--- src/rtl/spi_fifo_pkg.sv ---
package spi_fifo_pkg;

  localparam int STORE_BYTES = 16;
  localparam int LVL_W       = $clog2(STORE_BYTES) + 1;
  localparam int WORD_W      = 32;

  // bytes per entry for a width code
  function automatic logic [2:0] entry_bytes(input logic [1:0] wcode);
    case (wcode)
      2'd0:    return 3'd1;
      2'd1:    return 3'd2;
      default: return 3'd4;
    endcase
  endfunction

  // entries that fit into the fixed byte store for a width code
  function automatic logic [LVL_W-1:0] entry_cap(input logic [1:0] wcode);
    logic [LVL_W-1:0] full_store;
    full_store = LVL_W'(STORE_BYTES);
    case (wcode)
      2'd0:    return full_store;
      2'd1:    return full_store >> 1;
      default: return full_store >> 2;
    endcase
  endfunction

  function automatic logic rx_trigger(input logic [1:0] sel,
                                      input logic [LVL_W-1:0] lvl,
                                      input logic [LVL_W-1:0] cap);
    case (sel)
      2'd0:    return lvl == '0;
      2'd1:    return lvl != '0;
      2'd2:    return lvl >= (cap >> 1);
      default: return lvl == cap;
    endcase
  endfunction

  function automatic logic tx_trigger(input logic [1:0] sel,
                                      input logic [LVL_W-1:0] lvl,
                                      input logic [LVL_W-1:0] cap,
                                      input logic busy);
    case (sel)
      2'd0:    return (lvl == '0) && !busy;
      2'd1:    return lvl == '0;
      2'd2:    return lvl <= (cap >> 1);
      default: return lvl < cap;
    endcase
  endfunction

endpackage

--- src/rtl/spi_fifo_store.sv ---
module spi_fifo_store
  import spi_fifo_pkg::*;
#(
  parameter int BYTES = STORE_BYTES,
  parameter int LW    = LVL_W,
  parameter int WW    = WORD_W
) (
  input  logic          clk,
  input  logic          rst_n,
  input  logic          flush,
  input  logic [2:0]    ebytes,
  input  logic [LW-1:0] cap,
  input  logic          push,
  input  logic [WW-1:0] wdata,
  input  logic          pop,
  output logic [WW-1:0] rdata,
  output logic [LW-1:0] level,
  output logic          full,
  output logic          empty,
  output logic          push_drop,
  output logic          pop_miss
);

  localparam int PTR_W = $clog2(BYTES);
  localparam int LANES = WW / 8;

  logic [7:0]       mem [BYTES];
  logic [PTR_W-1:0] wr_ptr, rd_ptr;
  logic             push_ok, pop_ok;
  logic [PTR_W-1:0] stride;

  assign full      = level >= cap;
  assign empty     = level == '0;
  assign push_ok   = push && !full && !flush;
  assign pop_ok    = pop && !empty && !flush;
  assign push_drop = push && full && !flush;
  assign pop_miss  = pop && empty && !flush;
  assign stride    = PTR_W'(ebytes);

  always_ff @(posedge clk) begin
    for (int k = 0; k < LANES; k++) begin
      if (push_ok && (k < int'(ebytes)))
        mem[wr_ptr + PTR_W'(k)] <= wdata[8*k +: 8];
    end
  end

  always_comb begin
    rdata = '0;
    for (int k = 0; k < LANES; k++) begin
      if (!empty && (k < int'(ebytes)))
        rdata[8*k +: 8] = mem[rd_ptr + PTR_W'(k)];
    end
  end

  always_ff @(posedge clk or negedge rst_n) begin
    if (!rst_n) begin
      wr_ptr <= '0;
      rd_ptr <= '0;
      level  <= '0;
    end else if (flush) begin
      wr_ptr <= '0;
      rd_ptr <= '0;
      level  <= '0;
    end else begin
      if (push_ok) wr_ptr <= wr_ptr + stride;
      if (pop_ok)  rd_ptr <= rd_ptr + stride;
      case ({push_ok, pop_ok})
        2'b10:   level <= level + LW'(1);
        2'b01:   level <= level - LW'(1);
        default: level <= level;
      endcase
    end
  end

  AST_LEVEL_BOUND: assert property (@(posedge clk) disable iff (!rst_n)
    level <= cap) else $error("level above capacity");

  AST_DROP_HOLDS: assert property (@(posedge clk) disable iff (!rst_n)
    push_drop && !pop |=> $stable(level)) else $error("dropped push moved level");

  AST_PUSH_POP_HOLDS: assert property (@(posedge clk) disable iff (!rst_n)
    push_ok && pop_ok |=> $stable(level)) else $error("push+pop moved level");

  AST_FLUSH_EMPTIES: assert property (@(posedge clk) disable iff (!rst_n)
    flush |=> level == '0) else $error("flush left entries");

endmodule

--- src/rtl/spi_fifo_irq.sv ---
module spi_fifo_irq
  import spi_fifo_pkg::*;
#(
  parameter int LW = LVL_W
) (
  input  logic          clk,
  input  logic          rst_n,
  input  logic [1:0]    rx_sel,
  input  logic [1:0]    tx_sel,
  input  logic [LW-1:0] rx_lvl,
  input  logic [LW-1:0] tx_lvl,
  input  logic [LW-1:0] cap,
  input  logic          busy,
  output logic          rx_req,
  output logic          tx_req
);

  assign rx_req = rx_trigger(rx_sel, rx_lvl, cap);
  assign tx_req = tx_trigger(tx_sel, tx_lvl, cap, busy);

  AST_RX_REQ_NEEDS_DATA: assert property (@(posedge clk) disable iff (!rst_n)
    rx_req && rx_sel != 2'd0 |-> rx_lvl != '0) else $error("rx irq with no data");

  AST_TX_EMPTY_FIRES: assert property (@(posedge clk) disable iff (!rst_n)
    tx_lvl == '0 && tx_sel != 2'd0 |-> tx_req) else $error("empty tx without irq");

  AST_TX_FULL_QUIET: assert property (@(posedge clk) disable iff (!rst_n)
    tx_lvl == cap |-> !tx_req) else $error("full tx raised irq");

endmodule

--- src/rtl/spi_fifo_pair.sv ---
module spi_fifo_pair
  import spi_fifo_pkg::*;
#(
  parameter int SB = STORE_BYTES,
  parameter int LW = $clog2(SB) + 1,
  parameter int WW = WORD_W
) (
  input  logic          clk,
  input  logic          rst_n,
  input  logic          enable,
  input  logic [1:0]    width_sel,
  input  logic          tx_push,
  input  logic [WW-1:0] tx_wdata,
  input  logic          rx_pop,
  output logic [WW-1:0] rx_rdata,
  input  logic          eng_tx_pop,
  output logic [WW-1:0] eng_tx_data,
  input  logic          eng_tx_busy,
  input  logic          eng_rx_push,
  input  logic [WW-1:0] eng_rx_data,
  input  logic [1:0]    rx_irq_sel,
  input  logic [1:0]    tx_irq_sel,
  output logic [LW-1:0] tx_level,
  output logic [LW-1:0] rx_level,
  output logic          rx_empty,
  input  logic          ovf_clr,
  input  logic          unf_clr,
  input  logic          ovf_fault_en,
  input  logic          unf_fault_en,
  output logic          ovf_flag,
  output logic          unf_flag,
  output logic          rx_irq,
  output logic          tx_irq,
  output logic          fault_irq
);

  logic [1:0]    width_q;
  logic          flush;
  logic [2:0]    ebytes;
  logic [LW-1:0] cap_q;
  logic          tx_full, tx_empty, rx_full;
  logic          tx_push_drop, tx_pop_miss;
  logic          rx_push_drop, rx_pop_miss;

  assign flush  = !enable || (width_sel != width_q);
  assign ebytes = entry_bytes(width_q);
  assign cap_q  = LW'(entry_cap(width_q));

  always_ff @(posedge clk or negedge rst_n) begin
    if (!rst_n) width_q <= 2'd0;
    else        width_q <= width_sel;
  end

  spi_fifo_store #(.BYTES(SB), .LW(LW), .WW(WW)) u_tx_store (
    .clk(clk), .rst_n(rst_n), .flush(flush), .ebytes(ebytes), .cap(cap_q),
    .push(tx_push), .wdata(tx_wdata), .pop(eng_tx_pop), .rdata(eng_tx_data),
    .level(tx_level), .full(tx_full), .empty(tx_empty),
    .push_drop(tx_push_drop), .pop_miss(tx_pop_miss)
  );

  spi_fifo_store #(.BYTES(SB), .LW(LW), .WW(WW)) u_rx_store (
    .clk(clk), .rst_n(rst_n), .flush(flush), .ebytes(ebytes), .cap(cap_q),
    .push(eng_rx_push), .wdata(eng_rx_data), .pop(rx_pop), .rdata(rx_rdata),
    .level(rx_level), .full(rx_full), .empty(rx_empty),
    .push_drop(rx_push_drop), .pop_miss(rx_pop_miss)
  );

  spi_fifo_irq #(.LW(LW)) u_irq (
    .clk(clk), .rst_n(rst_n), .rx_sel(rx_irq_sel), .tx_sel(tx_irq_sel),
    .rx_lvl(rx_level), .tx_lvl(tx_level), .cap(cap_q), .busy(eng_tx_busy),
    .rx_req(rx_irq), .tx_req(tx_irq)
  );

  // sticky error flags: a new event wins over a clear in the same cycle
  always_ff @(posedge clk or negedge rst_n) begin
    if (!rst_n) begin
      ovf_flag <= 1'b0;
      unf_flag <= 1'b0;
    end else begin
      ovf_flag <= (ovf_flag && !ovf_clr) || rx_push_drop;
      unf_flag <= (unf_flag && !unf_clr) || tx_pop_miss;
    end
  end

  assign fault_irq = (ovf_flag && ovf_fault_en) || (unf_flag && unf_fault_en);

  AST_OVF_STICKY: assert property (@(posedge clk) disable iff (!rst_n)
    ovf_flag && !ovf_clr |=> ovf_flag) else $error("overflow flag lost");

  AST_OVF_CAUSE: assert property (@(posedge clk) disable iff (!rst_n)
    rx_push_drop |-> rx_full) else $error("rx drop while not full");

  AST_UNF_CAUSE: assert property (@(posedge clk) disable iff (!rst_n)
    $rose(unf_flag) |-> $past(eng_tx_pop) && $past(tx_empty)) else $error("underrun without empty pop");

  AST_TX_DROP_AT_CAP: assert property (@(posedge clk) disable iff (!rst_n)
    tx_push_drop |-> tx_full && tx_level == cap_q) else $error("tx drop below cap");

  AST_RX_MISS_NO_RISE: assert property (@(posedge clk) disable iff (!rst_n)
    rx_pop_miss && !eng_rx_push |=> rx_level == '0) else $error("empty pop changed level");

  AST_FAULT_SOURCE: assert property (@(posedge clk) disable iff (!rst_n)
    fault_irq |-> ovf_flag || unf_flag) else $error("fault without flag");

endmodule

--- config.mk ---
export PLATFORM = sky130hd
export DESIGN_NAME = spi_fifo_pair
export DESIGN_NICKNAME = d
export VERILOG_FILES = /design/src/rtl/spi_fifo_pkg.sv /design/src/rtl/spi_fifo_store.sv /design/src/rtl/spi_fifo_irq.sv /design/src/rtl/spi_fifo_pair.sv
export SDC_FILE = /design/constraint.sdc
export NUM_CORES = 1
export LEC_CHECK = 0
export BUFFER_PORTS_ARGS = -buffer_cell sky130_fd_sc_hd__buf_4
export CORE_MARGIN = 2
export CORE_UTILIZATION = 31
export DETAILED_ROUTE_END_ITERATION = 12
export GPL_ROUTABILITY_DRIVEN = 1
export HOLD_SLACK_MARGIN = 0.05
export SKIP_LAST_GASP = 1
export SLEW_MARGIN = 10
export SYNTH_ARGS = -nofsm -noshare
export SYNTH_HDL_FRONTEND = slang
export SYNTH_SLANG_ARGS = --single-unit
--- constraint.sdc ---
create_clock -name clk -period 4 [get_ports clk]
set_input_delay 0.8 -clock clk [delete_from_list [all_inputs] [get_ports clk]]
set_output_delay 0.8 -clock clk [all_outputs]
set_load 0.02 [all_outputs]
==> out/qor.txt <==
Fillers: 8597
syn_area_per_cell: 10.6 sq um
die area: 0.0913 sq mm
combinational share of power: 14.8%
#FFs+latches synth: 286
Clock Latency Late Sink: 570 ps
synth warn: 0
cell area after layout: 0.0316 sq mm
worst hold path type: primary input to async pin
most frequent cells in the layout: buf_4, mux4_2, edfxtp_1
per-cell routed wire length: 30.3 um
r2r startpoint: width_q[1]$_DFF_PN0_
first-pass GRT wire length: 168000 um
Syn Std Cell Area: 0.0275 sq mm
GRT Total Usage: 25.0%
r2r endpoint: u_tx_store.mem[2][7]$_DFFE_PP_
post-route ant nets: 0
Worst setup SP type: flip-flop
Slew Viols, Final: 0
Power Density: 239 mW/mm^2
fraction of registers with async set/reset: 10.5%
Worst path slowest cell: mux4_2
most common cell after layout, fill and taps aside: buf_4
kind of end point of the critical path: primary output
nets@finish: 2796
clk buf depth: 3
Post-synth EDFFs: 256
Initial Util: 31.2%
multi-input logic area: 0.0181 sq mm
htree depth: 2
vias in the first global route: 23400
fin crit share: 97.8%
I/O pin count: 162
Crit Path Max Fanout: 82
Leak: 0.0105 uW
Data required, critical path: 3200 ps
FF-to-FF path depth: 9
Peak supply drop: 0.000263 V
Layout Cells excl Fill: 3861
Rows: 109
max cap viols: 0
Synthesized Nets: 2726
Placed Cells: 3790
DR DRC count: 0
global placement routability congestion: 0.993
Root Buffer: clkbuf_16
Worst R2R Setup Slack: 150 ps
drt pass-1 iters: 7
TritonCTS buffer count: 34
pin count of the biggest net entering global routing: 83
Worst Tran Pin Value: 1180 ps
Final setup viols: 0
crit path time final: 3910 ps
clock-pin transition on the worst setup and hold timing paths: 60 ps
Switching Fraction: 28.8%
relative slew slack: 20.7%
Chip Height: 302 um
Design Power: 7570 uW
die width: 302 um
Core Area: 0.0882 sq mm
crit-path cells: buf_16 -> mux4_2 -> nor2b_1 -> a211oi_1 -> a211oi_2 -> buf_4
detailed placement HPWL: 85000 um
status: complete, no violations
Seq/Total Area, Yosys: 30.6%
Sequential Area: 0.00845 sq mm
# clock sinks: 286
GR Overflow Total: 0
pre-CTS WS: 162 ps
P_sw: 2180 uW
Cells after Synth: 2595
Sequential Power Share: 43.6%
initial antenna violation count: 9
worst endpoint data arrival time: 3110 ps
RSZ-0062 raised after global routing: yes
total number of vias: 25400
slowest stage delay, CP: 610 ps
Via density: 6.58
final setup TNS: 0 ps
post-synth cell types: 80
Port Buf Inserts: 161
Primary FF master, synth: edfxtp_1
DRT iter0 DRCs: 4161
Routed WL: 117000 um
clock share of power: 41.6%
P_int: 5390 uW
Clock Skew: 34.4 ps
CTS tree: done
Highest Clock Rate: 256 MHz
Final Hold Vio Count: 0
critical setup path kind: flip-flop to primary output
layout cells sized above 1: 29.0%
Area Overhead vs Synth: 14.9%
Post-DP Area: 0.0305 sq mm
setup ws final: 86.2 ps
power by group through the flow:
stage	Sequential, uW	Clock (uW)	Combinational [uW]
floorplan	3350	0	575
global placement	3360	0	1070
detailed placement	3360	0	1070
CTS	3300	3160	1070
global route	3300	3270	1160
finish	3300	3150	1120
through the flow:
stage / hold WS [ps] / util [%]
after detailed placement: 574 / 34.5
after global placement: 575 / 34.5
after CTS: 200 / 35.8
final: 201 / 35.9
after global routing: 227 / 35.9
after floorplan: 504 / -
layer usage:
layer | vias up | GRT usage, % | share of wire [%]
met2 | 2134 | 36.1 | 42
met1 | 12400 | 34.2 | 38
met3 | 356 | 8.61 | 15
met4 | 12 | 10.2 | 4.8
met5 | - | 0 | 0.073
li1 | 10600 | - | -
cell families after synthesis:
group	Yosys count	synth area share, %
simple gates	689	13.0
mux	499	31.4
xor+xnor	42	1.34
flops	286	30.6
buf+inv	299	4.42
fa+ha+maj	49	2.39
compound gates	731	16.9
cells in the mapped netlist (17+ instances only):
library cell    n  area (sq um)
o22ai_1       158           988
o211ai_1       27           203
xnor2_1        27           236
nand3_1        64           320
a211oi_1       97           728
buf_1          42           158
nand2_1       197           739
nor3_1         34           170
or3_1          17           106
mux2_2         32           360
buf_2          55           275
mux4_2        288          6490
nor2b_1        95           594
ha_1           43           538
edfxtp_1      256          7690
dfrtp_1        30           751
o21ai_0       121           606
inv_1          27           101
nor2_1        134           503
or4_1          18           135
mux2i_1       179          1790
a21oi_1       164           821
o31ai_1        25           188
a21o_1         18           135
clkbuf_1      168           631
nand4_1        25           156
critical path: cells and delay by family, from the launching register on:
kind / cells / cell delay [ps]
simple gates: 1 / 150
compound gates: 2 / 680
buf+inv: 2 / 610
mux: 1 / 610
flops: 1 / 480
area by class of cell:
| class | count | area share [%] |
|---|---|---|
| Multi-Input combinational cell | 2010 | 57.3 |
| Timing Repair Buffer | 305 | 7.55 |
| Inverter | 28 | 0.332 |
| Clock inverter | 22 | 0.644 |
| Tap cell | 1165 | 4.61 |
| Clock buffer | 40 | 2.83 |
| Antenna cell | 5 | 0.0395 |
| Sequential cell | 286 | 26.7 |
registers in the layout, indices dropped and copies added, names as in the netlist, 2 cells and up:
register           count
u_rx_store.mem       128
u_tx_store.mem       128
u_rx_store.level       5
u_tx_store.level       5
u_rx_store.rd_ptr      4
u_rx_store.wr_ptr      4
u_tx_store.rd_ptr      4
u_tx_store.wr_ptr      4
width_q                2
how the worst max path moves through the flow:
stage / start / depth (start not counted) / endpoint / slack (ps)
floorplan: u_tx_store.rd_ptr[1]$_DFFE_PN0P_ / 10 / eng_tx_data[14] / -60
global placement: width_q[1]$_DFF_PN0_ / 8 / u_tx_store.mem[2][7]$_DFFE_PP_ / 260
detailed placement: width_q[1]$_DFF_PN0_ / 9 / u_tx_store.mem[2][7]$_DFFE_PP_ / 160
CTS: u_rx_store.rd_ptr[0]$_DFFE_PN0P_ / 6 / rx_rdata[26] / 3
global route: u_tx_store.rd_ptr[0]$_DFFE_PN0P_ / 7 / eng_tx_data[11] / -2
finish: u_rx_store.rd_ptr[0]$_DFFE_PN0P_ / 6 / rx_rdata[26] / 90
repair_timing:
| item | CTS | global route |
|---|---|---|
| buffers inserted | 0 | 4 |
| hold buffers | 0 | 0 |
| resized for setup | 0 | 6 |
| setup endpoints to repair | 0 | 51 |
No activity file was read; power rests on OpenSTA's default activity.
